<file path="src/rtl/nmi_flag_pkg.sv">
package nmi_flag_pkg;
   localparam int WORD_W = 32;

   typedef enum logic [1:0] {
      ROUTE_D0   = 2'b00,
      ROUTE_D1   = 2'b01,
      ROUTE_D2   = 2'b10,
      ROUTE_NONE = 2'b11
   } route_e;

   typedef struct packed {
      logic ovr;
      logic stat;
   } flag_pair_t;
endpackage

</file>
<file path="src/rtl/nmi_edge_sync.sv">
module nmi_edge_sync #(
   parameter int STAGES = 2
) (
   input  logic clk,
   input  logic rst_n,
   input  logic lvl_in,
   output logic evt_pulse
);
   logic sync_lvl;
   logic prev_q;

   if (STAGES < 0) begin : g_bad_stages
      $error("nmi_edge_sync: STAGES must be >= 0");
   end

   if (STAGES == 0) begin : g_direct
      assign sync_lvl = lvl_in;
   end else begin : g_chain
      logic [STAGES-1:0] chain_q;
      always_ff @(posedge clk or negedge rst_n) begin
         if (!rst_n) begin
            chain_q <= '0;
         end else begin
            chain_q[0] <= lvl_in;
            for (int i = 1; i < STAGES; i++) begin
               chain_q[i] <= chain_q[i-1];
            end
         end
      end
      assign sync_lvl = chain_q[STAGES-1];
   end

   always_ff @(posedge clk or negedge rst_n) begin
      if (!rst_n) prev_q <= 1'b0;
      else        prev_q <= sync_lvl;
   end

   assign evt_pulse = sync_lvl & ~prev_q;
endmodule

</file>
<file path="src/rtl/nmi_src_flags.sv">
module nmi_src_flags
   import nmi_flag_pkg::*;
#(
   parameter bit HAS_OVR = 1'b1
) (
   input  logic       clk,
   input  logic       rst_n,
   input  logic       evt,
   input  logic       clr_stat,
   input  logic       clr_ovr,
   output flag_pair_t flags,
   output logic       pend
);
   logic stat_q;
   logic ovr_q;

   // a new event takes priority over a same-cycle clear
   always_ff @(posedge clk or negedge rst_n) begin
      if (!rst_n)        stat_q <= 1'b0;
      else if (evt)      stat_q <= 1'b1;
      else if (clr_stat) stat_q <= 1'b0;
   end

   if (HAS_OVR) begin : g_ovr
      always_ff @(posedge clk or negedge rst_n) begin
         if (!rst_n)              ovr_q <= 1'b0;
         else if (evt && stat_q)  ovr_q <= 1'b1;
         else if (clr_ovr)        ovr_q <= 1'b0;
      end
   end else begin : g_no_ovr
      assign ovr_q = 1'b0;
      logic unused_clr;
      assign unused_clr = clr_ovr;
   end

   assign flags.stat = stat_q;
   assign flags.ovr  = ovr_q;
   assign pend       = stat_q | ovr_q;
endmodule

</file>
<file path="src/rtl/nmi_req_gate.sv">
module nmi_req_gate
   import nmi_flag_pkg::*;
(
   input  logic       pend,
   input  logic [1:0] route,
   input  logic       wake_en,
   output logic       irq,
   output logic       wake
);
   route_e route_sel;
   assign route_sel = route_e'(route);
   assign irq  = pend && (route_sel != ROUTE_NONE);
   assign wake = pend && wake_en;
endmodule

</file>
<file path="src/rtl/nmi_reg_port.sv">
module nmi_reg_port #(
   parameter int ADDR_W  = 8,
   parameter int DATA_W  = 32,
   parameter int REG_OFS = 0,
   parameter logic [DATA_W-1:0] IMPL_MASK = '0
) (
   input  logic              bus_sel,
   input  logic              bus_wr,
   input  logic [ADDR_W-1:0] bus_addr,
   input  logic [DATA_W-1:0] bus_wdata,
   input  logic [DATA_W-1:0] flag_word,
   output logic [DATA_W-1:0] clr_mask,
   output logic [DATA_W-1:0] bus_rdata,
   output logic              bus_err
);
   localparam logic [ADDR_W-1:0] OFS = ADDR_W'(REG_OFS);

   if (ADDR_W < 3) begin : g_bad_addr
      $error("nmi_reg_port: ADDR_W must be >= 3");
   end
   if (REG_OFS % 4 != 0) begin : g_bad_ofs
      $error("nmi_reg_port: REG_OFS must be word aligned");
   end

   logic hit;
   assign hit = (bus_addr[ADDR_W-1:2] == OFS[ADDR_W-1:2]);

   always_comb begin
      clr_mask  = '0;
      bus_rdata = '0;
      bus_err   = 1'b0;
      if (bus_sel) begin
         if (!hit) begin
            bus_err = 1'b1;
         end else if (bus_wr) begin
            clr_mask = bus_wdata & IMPL_MASK;
         end else begin
            bus_rdata = flag_word & IMPL_MASK;
         end
      end
   end
endmodule

</file>
<file path="src/rtl/nmi_flag_unit.sv">
module nmi_flag_unit
   import nmi_flag_pkg::*;
#(
   parameter int ADDR_W          = 8,
   parameter int REG_OFS         = 0,
   parameter int SRC_STRIDE      = 16,
   parameter int NMI_SYNC_STAGES = 2,
   parameter int RQ_SYNC_STAGES  = 0,
   parameter bit RQ_HAS_OVR      = 1'b1
) (
   input  logic              clk,
   input  logic              rst_n,
   input  logic              nmi_pin,
   input  logic              rstreq_in,
   input  logic [1:0]        nmi_route,
   input  logic              nmi_wake_en,
   input  logic [1:0]        rstreq_route,
   input  logic              rstreq_wake_en,
   input  logic              bus_sel,
   input  logic              bus_wr,
   input  logic [ADDR_W-1:0] bus_addr,
   input  logic [31:0]       bus_wdata,
   output logic [31:0]       bus_rdata,
   output logic              bus_err,
   output logic              nmi_irq,
   output logic              nmi_wake,
   output logic              rstreq_irq,
   output logic              rstreq_wake
);
   localparam int NSRC = 2;

   function automatic logic [WORD_W-1:0] impl_mask_f();
      logic [WORD_W-1:0] m;
      m = '0;
      m[0] = 1'b1;
      m[1] = 1'b1;
      m[SRC_STRIDE]   = 1'b1;
      m[SRC_STRIDE+1] = RQ_HAS_OVR;
      return m;
   endfunction

   localparam logic [WORD_W-1:0] IMPL_MASK = impl_mask_f();

   if (SRC_STRIDE < 2 || SRC_STRIDE + 2 > WORD_W) begin : g_bad_stride
      $error("nmi_flag_unit: SRC_STRIDE out of range");
   end

   logic [NSRC-1:0]       src_lvl;
   logic [NSRC-1:0][1:0]  src_route;
   logic [NSRC-1:0]       src_wake_en;
   logic [NSRC-1:0]       src_irq;
   logic [NSRC-1:0]       src_wake;
   logic [WORD_W-1:0]     flag_word;
   logic [WORD_W-1:0]     clr_mask;

   assign src_lvl     = {rstreq_in, nmi_pin};
   assign src_route   = {rstreq_route, nmi_route};
   assign src_wake_en = {rstreq_wake_en, nmi_wake_en};

   for (genvar s = 0; s < NSRC; s++) begin : g_src
      localparam int BASE   = s * SRC_STRIDE;
      localparam int STAGES = (s == 0) ? NMI_SYNC_STAGES : RQ_SYNC_STAGES;
      localparam bit OVR    = (s == 0) ? 1'b1 : RQ_HAS_OVR;

      logic       evt;
      logic       pend;
      flag_pair_t flags;

      nmi_edge_sync #(.STAGES(STAGES)) u_sync (
         .clk       (clk),
         .rst_n     (rst_n),
         .lvl_in    (src_lvl[s]),
         .evt_pulse (evt)
      );

      nmi_src_flags #(.HAS_OVR(OVR)) u_flags (
         .clk      (clk),
         .rst_n    (rst_n),
         .evt      (evt),
         .clr_stat (clr_mask[BASE]),
         .clr_ovr  (clr_mask[BASE+1]),
         .flags    (flags),
         .pend     (pend)
      );

      nmi_req_gate u_gate (
         .pend    (pend),
         .route   (src_route[s]),
         .wake_en (src_wake_en[s]),
         .irq     (src_irq[s]),
         .wake    (src_wake[s])
      );
   end

   always_comb begin
      flag_word = '0;
      flag_word[0]              = g_src[0].flags.stat;
      flag_word[1]              = g_src[0].flags.ovr;
      flag_word[SRC_STRIDE]     = g_src[1].flags.stat;
      flag_word[SRC_STRIDE + 1] = g_src[1].flags.ovr;
   end

   nmi_reg_port #(
      .ADDR_W    (ADDR_W),
      .DATA_W    (WORD_W),
      .REG_OFS   (REG_OFS),
      .IMPL_MASK (IMPL_MASK)
   ) u_port (
      .bus_sel   (bus_sel),
      .bus_wr    (bus_wr),
      .bus_addr  (bus_addr),
      .bus_wdata (bus_wdata),
      .flag_word (flag_word),
      .clr_mask  (clr_mask),
      .bus_rdata (bus_rdata),
      .bus_err   (bus_err)
   );

   assign nmi_irq     = src_irq[0];
   assign nmi_wake    = src_wake[0];
   assign rstreq_irq  = src_irq[1];
   assign rstreq_wake = src_wake[1];
endmodule

</file>
<file path="config.mk">
export PLATFORM = sky130hd
export DESIGN_NAME = nmi_flag_unit
export DESIGN_NICKNAME = d
export VERILOG_FILES = /design/src/rtl/nmi_flag_pkg.sv /design/src/rtl/nmi_edge_sync.sv /design/src/rtl/nmi_src_flags.sv /design/src/rtl/nmi_req_gate.sv /design/src/rtl/nmi_reg_port.sv /design/src/rtl/nmi_flag_unit.sv
export SDC_FILE = /design/constraint.sdc
export NUM_CORES = 1
export LEC_CHECK = 0
export BUFFER_PORTS_ARGS = -buffer_cell sky130_fd_sc_hd__clkbuf_2
export CAP_MARGIN = 20
export CORE_ASPECT_RATIO = 0.7
export CORE_MARGIN = 2
export CORE_UTILIZATION = 31
export CTS_CLUSTER_DIAMETER = 40
export DETAILED_ROUTE_END_ITERATION = 7
export PLACE_DENSITY = 0.84
export SLEW_MARGIN = 20
export SYNTH_ARGS = -nofsm -noshare
export SYNTH_HDL_FRONTEND = slang
export SYNTH_SLANG_ARGS = --single-unit
</file>
<file path="constraint.sdc">
create_clock -name clk -period 2.6 [get_ports clk]
set_input_delay 0.13 -clock clk [delete_from_list [all_inputs] [get_ports clk]]
set_output_delay 0.13 -clock clk [all_outputs]
set_load 0.03 [all_outputs]
</file>
Yosys cells after proc, flatten, opt, wreduce, memory -nomap -nowiden

Cells that the tools add are included.

Register bits after elaboration: 8
Output and inout port bits: 37
Logic and storage cells: 42
Input bits: 52

Bitwise logic cells: 6
Reduce and logical (&&, ||, !) cells: 11
Equal/unequal tests: 2
Mux-type cells: 16

Operator list:

| kind                                          | number |
|---|---|
| 18-bit 2-to-1 mux                             | 4 |
| 32-bit 2-to-1 mux                             | 2 |
| 1-bit 2-to-1 mux                              | 10 |
| 2-bit nonzero test                            | 4 |
| 1-bit logical AND                             | 6 |
| 6-bit zero test                               | 1 |
| 2-bit inequality test (second input constant) | 2 |
| 1-bit AND                                     | 2 |
| 1-bit NOT                                     | 2 |
| 1-bit OR                                      | 2 |

Logic depth before layout (Yosys ltp)

Depth in word-level cells: 5
Gate-level depth with buffers: 3
Gate-level depth less buffers: 3

Hierarchy

From an unflattened synthesis, not the netlist that was laid out.

Cell total of the unflattened synthesis: 109
Area, all modules: 924.6 um^2

Modules (own cells, without submodules):

| module                          | times used | cells each | seq. area each (um^2) | area an instance (um^2) |
|---|---|---|---|---|
| nmi_reg_port                    | 1          | 78         | 0.0                   | 568.0 |
| nmi_src_flags                   | 2          | 10         | 50.0                  | 95.1 |
| nmi_edge_sync (g_src[0].u_sync) | 1          | 4          | 75.1                  | 88.8 |
| nmi_edge_sync (g_src[1].u_sync) | 1          | 2          | 25.0                  | 38.8 |
| nmi_req_gate                    | 2          | 2          | 0.0                   | 17.5 |
| nmi_flag_unit                   | 1          | 1          | 0.0                   | 3.8 |

Worst setup path after synthesis

OpenSTA, ideal clock, no wires.

Path type: input to register
Start: in bus_addr[3]
End: reg g_src[1].u_flags.ovr_q
Setup time: 0.126 ns
Data arrival time: 1.489 ns
Data required time: 2.474 ns
Setup slack: 0.985 ns
Stages on the path: 3
Cells stage by stage: or4_4 > or4_4 > a221o_1

Longest elaborated chain between the ends: 4

RTL lines:

| what                                | RTL line            | RTL |
|---|---|---|
| start, declared                     | nmi_flag_unit.sv:21 | `input logic [ADDR_W-1:0] bus_addr,` |
| 6-bit zero test                     | nmi_reg_port.sv:26  | `assign hit = (bus_addr[ADDR_W-1:2] == OFS[ADDR_W-1:2]);` |
| 18-bit 2-to-1 mux                   | nmi_reg_port.sv:33  | `if (!hit) begin` |
| 18-bit 2-to-1 mux                   | nmi_reg_port.sv:32  | `if (bus_sel) begin` |
| 2-bit nonzero test (no source line) | --                  |  |
| end signal, assigned                | nmi_src_flags.sv:26 | `if (!rst_n) ovr_q <= 1'b0;` |
| end signal, assigned                | nmi_src_flags.sv:27 | `else if (evt && stat_q) ovr_q <= 1'b1;` |
| end signal, assigned                | nmi_src_flags.sv:28 | `else if (clr_ovr) ovr_q <= 1'b0;` |
| end, declared                       | nmi_src_flags.sv:15 | `logic ovr_q;` |

No other way between the ends.
A chain may end at the register's enable or synchronous reset.

Worst setup path after layout

Start: in bus_addr[3]
End: out bus_rdata[17]

Longest elaborated chain between the ends: 3

RTL lines:

| what              | RTL line            | RTL |
|---|---|---|
| 6-bit zero test   | nmi_reg_port.sv:26  |  |
| 32-bit 2-to-1 mux | nmi_reg_port.sv:33  |  |
| 32-bit 2-to-1 mux | nmi_reg_port.sv:32  |  |
| end, declared     | nmi_flag_unit.sv:23 | `output logic [31:0] bus_rdata,` |

No other way between the ends.

==> run summary <==
Setup violations remaining at the end of the flow were counted as 0. The root buffer cell chosen for the clock tree is clkbuf_4. The worst-path maximum fanout is 4. The adder and majority cell fraction of the synthesized area is 0%. The worst path buffer plus inverter count came out at 2. The layout net count is approximately 160. The global-route wire length before repair came out at 1538 um. Of the total synthesized cell area, the portion taken by AND, OR, NAND and NOR gates is 22.50%.

The number of buffers inserted by hold repair at cts came out at 3. TritonCTS built the clock tree. On the critical path, the stage with the largest delay is an instance of or4_4. The count of buffers added on input and output ports is 30. The count of buffers added by post-CTS timing repair for setup is 0. The via count of the first global-routing pass is 412. Of the available clock period, the critical path in the final layout requires 66.34%. The total power after layout came out at 0.3185 mW. The length of the first detailed-routing pass in iterations came out at 2. The mean post-synth cell area came out at 9.100 um2. The initial antenna violation count was 0.

The post-route worst hold slack is 0.1751 ns. The post-synthesis compound-gate area fraction is approximately 8.5%. The overall die width came out at 56.61 um.

For this design the ratio of total power to cell area is 441.2 nW/um2. The setup check on the worst reg-to-reg path leaves a slack of roughly 1.6 ns. The number of design rule violations left after detail routing came out at 0.

The total length of routed wires came out at 1017 um. Relative to the synthesized area, the layout overhead comes to 20.21%. The total half-perimeter wirelength after legalization and detailed placement came out at 933.4 um. The final count of hold timing violations was 0.

The number of antenna diodes came out at 0. After clock tree synthesis, the clock-pin slew on the worst setup and hold paths is 0.05 ns. The XOR/XNOR share of the synthesized area is 0%. Cells fill 39.28% of the core in the end.

The worst register-to-register path has a depth of 2. The critical path is of the input port to primary output type. The flow ran to the end, and the final reports show no timing, DRC or antenna violations.

By area, the combinational part of the netlist is dominated by buffers and inverters. The number of nets with antenna violations after detailed routing is 0. For hold timing, the worst endpoint is g_src[1].u_flags.stat_q$_DFFE_PN0P_.

The fraction of layout cells with a size suffix above 1 is between 30 and 40%. The total number of yosys warnings is 0. In this run the most critical hold path is launched from bus_wdata[16]. The data arrival time of the critical path is around 1.6 ns. The die area came out at 2311 um2. The worst min-delay path class is input port to flip-flop. The top cell family by delay on the critical path is simple AND/OR/NAND/NOR gates. The routed length per placed instance is 8.268 um. The clock arrives with 0.001628 ns of skew. Global routing finished with a remaining overflow of 0.

The number of max-capacitance violations reported is 0. The count of pins over their slew limit is 0. Leaving out fill and tap cells, the most frequent cell in the layout is clkbuf_2. The share of the Yosys chip area taken by registers is 33.33%. The endpoint required time on the critical path is 2.47 ns. The worst-skew pair later-pin latency is 0.24 ns. In this run the cell area of the synthesized design comes to 600.6 um2. The analysis attributes to cell leakage a power of 0.3797 nW. In this run, CTS created clock tree buffers numbering 3. Entering global routing, the biggest net connects 9 pins. The maximum resistive drop on vdd is around 0.00024 V.

Measured along the y axis, the die boundary spans 40.83 um. The number of sinks driven by the clock tree came out at 8. The area of the core came out at between 1500 and 2000 um2. The routed via count is 487. Setup repair after global routing left no endpoint under its margin. The number of flip-flops and latches in the synthesized netlist is 8. The number of cells upsized or downsized after cts is 0. Traced cell by cell, the critical path runs through clkbuf_2 > or4_4 > nor4_1 > and2_1 > clkbuf_2. In this design, the critical path's most frequently occurring cell is clkbuf_2. In this run the number of H-tree levels came out at 1.

In this run the core area contains 13 standard-cell rows. The starting density of the core is 32.68%. The worst setup path is captured at a primary output.

The startpoint of the worst-slack reg-to-reg timing path is g_src[0].u_sync.g_chain.chain_q[1]$_DFF_PN0_. The instance count along the most critical hold path came out at 3. In the synthesized netlist, mux cells make up 0% of the area.

The final RePlAce weighted congestion came out at 0.6710. The clock tree buffer depth came out at 2. In this run, distinct cell masters in the synthesized netlist total 14. Counting I/O delays and the setup requirement, the final critical path takes 1.725 ns. The I/O pin total is 89. After the first detailed-routing iteration, the DRC count stood at 5. Global routing consumed, over all layers together, 8.655% of the routing resources. The worst register-to-register path ends at g_src[0].u_flags.ovr_q$_DFFE_PN0P_. The maximum single-stage delay on the critical path came out at 0.55 ns. The achievable clock frequency is 0.5798 GHz.

In the routed layout, each cell is associated on average with a via count of slightly below 4. The top cell types in the final layout, fill and taps aside, are clkbuf_2, conb_1, nor2b_1, dfrtp_1. The worst setup path is launched from an input port.

In the synthesized netlist, the number of instances is 66. The sum of negative setup slack is 0 ns.
logic make-up after synthesis:
group / count (synthesis)
buffers and inverters: 28
DFF: 8
other: 1
and+or+nand+nor: 22
AOI/OAI and AO/OA: 7
per-layer routing:
metal | vias to the layer above | global-route usage [%] | wire (um)
met5 | - | 0 | 0
met4 | 0 | 5.357 | 0
met3 | 0 | 0.9464 | 86
met2 | 26 | 19.19 | 607
met1 | 226 | 8.159 | 324
li1 | 235 | - | -
sequential cells by signal, indices dropped and copies added (netlist names):
register and count:
g_src.u_sync.prev_q 2, g_src.u_flags.stat_q 2, g_src.u_sync.g_chain.chain_q 2, g_src.u_flags.ovr_q 2
worst min-delay path: stages:
cell and delay, ns:
clkbuf_2 0.07, nor2b_1 0.11, a21oi_1 0.07
worst max path at each step:
| stage | to | slack, ns | startpoint | cells after the start |
|---|---|---|---|---|
| after CTS | bus_rdata[17] | 0.84 | bus_addr[3] | 5 |
| after global placement | bus_rdata[16] | 0.85 | bus_addr[3] | 5 |
| final | bus_rdata[17] | 0.88 | bus_addr[3] | 5 |
| after global routing | bus_rdata[0] | 0.74 | bus_addr[3] | 5 |
| after detailed placement | bus_rdata[17] | 0.84 | bus_addr[3] | 5 |
| after floorplan | g_src[1].u_flags.ovr_q$_DFFE_PN0P_ | 0.99 | bus_addr[3] | 3 |
per-stage QoR:
step	instance area [um2]	instances	worst slack, ns
floorplan	701.9	93	0.9850
finish	721.9	123	0.8752
global route	721.9	123	0.7436
global placement	669.4	117	0.8537
detailed placement	669.4	117	0.8384
CTS	721.9	123	0.8368
cell type report:
cell class | count | area [um2]
fill | 201 | 1116
multi-input combinational | 57 | 291.5
sequential | 8 | 200.2
timing repair buffer | 33 | 180.2
tap | 22 | 27.53
clock buffer | 3 | 22.52
Yosys cell counts:
cell / n / area share, %
buf_4: 28 / 35
dfrtp_1: 8 / 33
nor2b_1: 8 / 8.3
a21oi_1: 4 / 3.3
and2_1: 4 / 4.2
nor2_1: 4 / 2.5
nor4_1: 2 / 2.1
or4_4: 2 / 3.7
a221o_1: 1 / 1.7
a221o_2: 1 / 1.9
conb_1: 1 / 0.62
nand2_1: 1 / 0.62
nand2b_1: 1 / 1.0
o31a_2: 1 / 1.7
where the power goes:
part / switching (mW) / internal, mW
registers: 0.00129 / 0.128
logic: 0.0765 / 0.0225
clock network: 0.0375 / 0.0525
No activity file was read; power rests on OpenSTA's default activity.
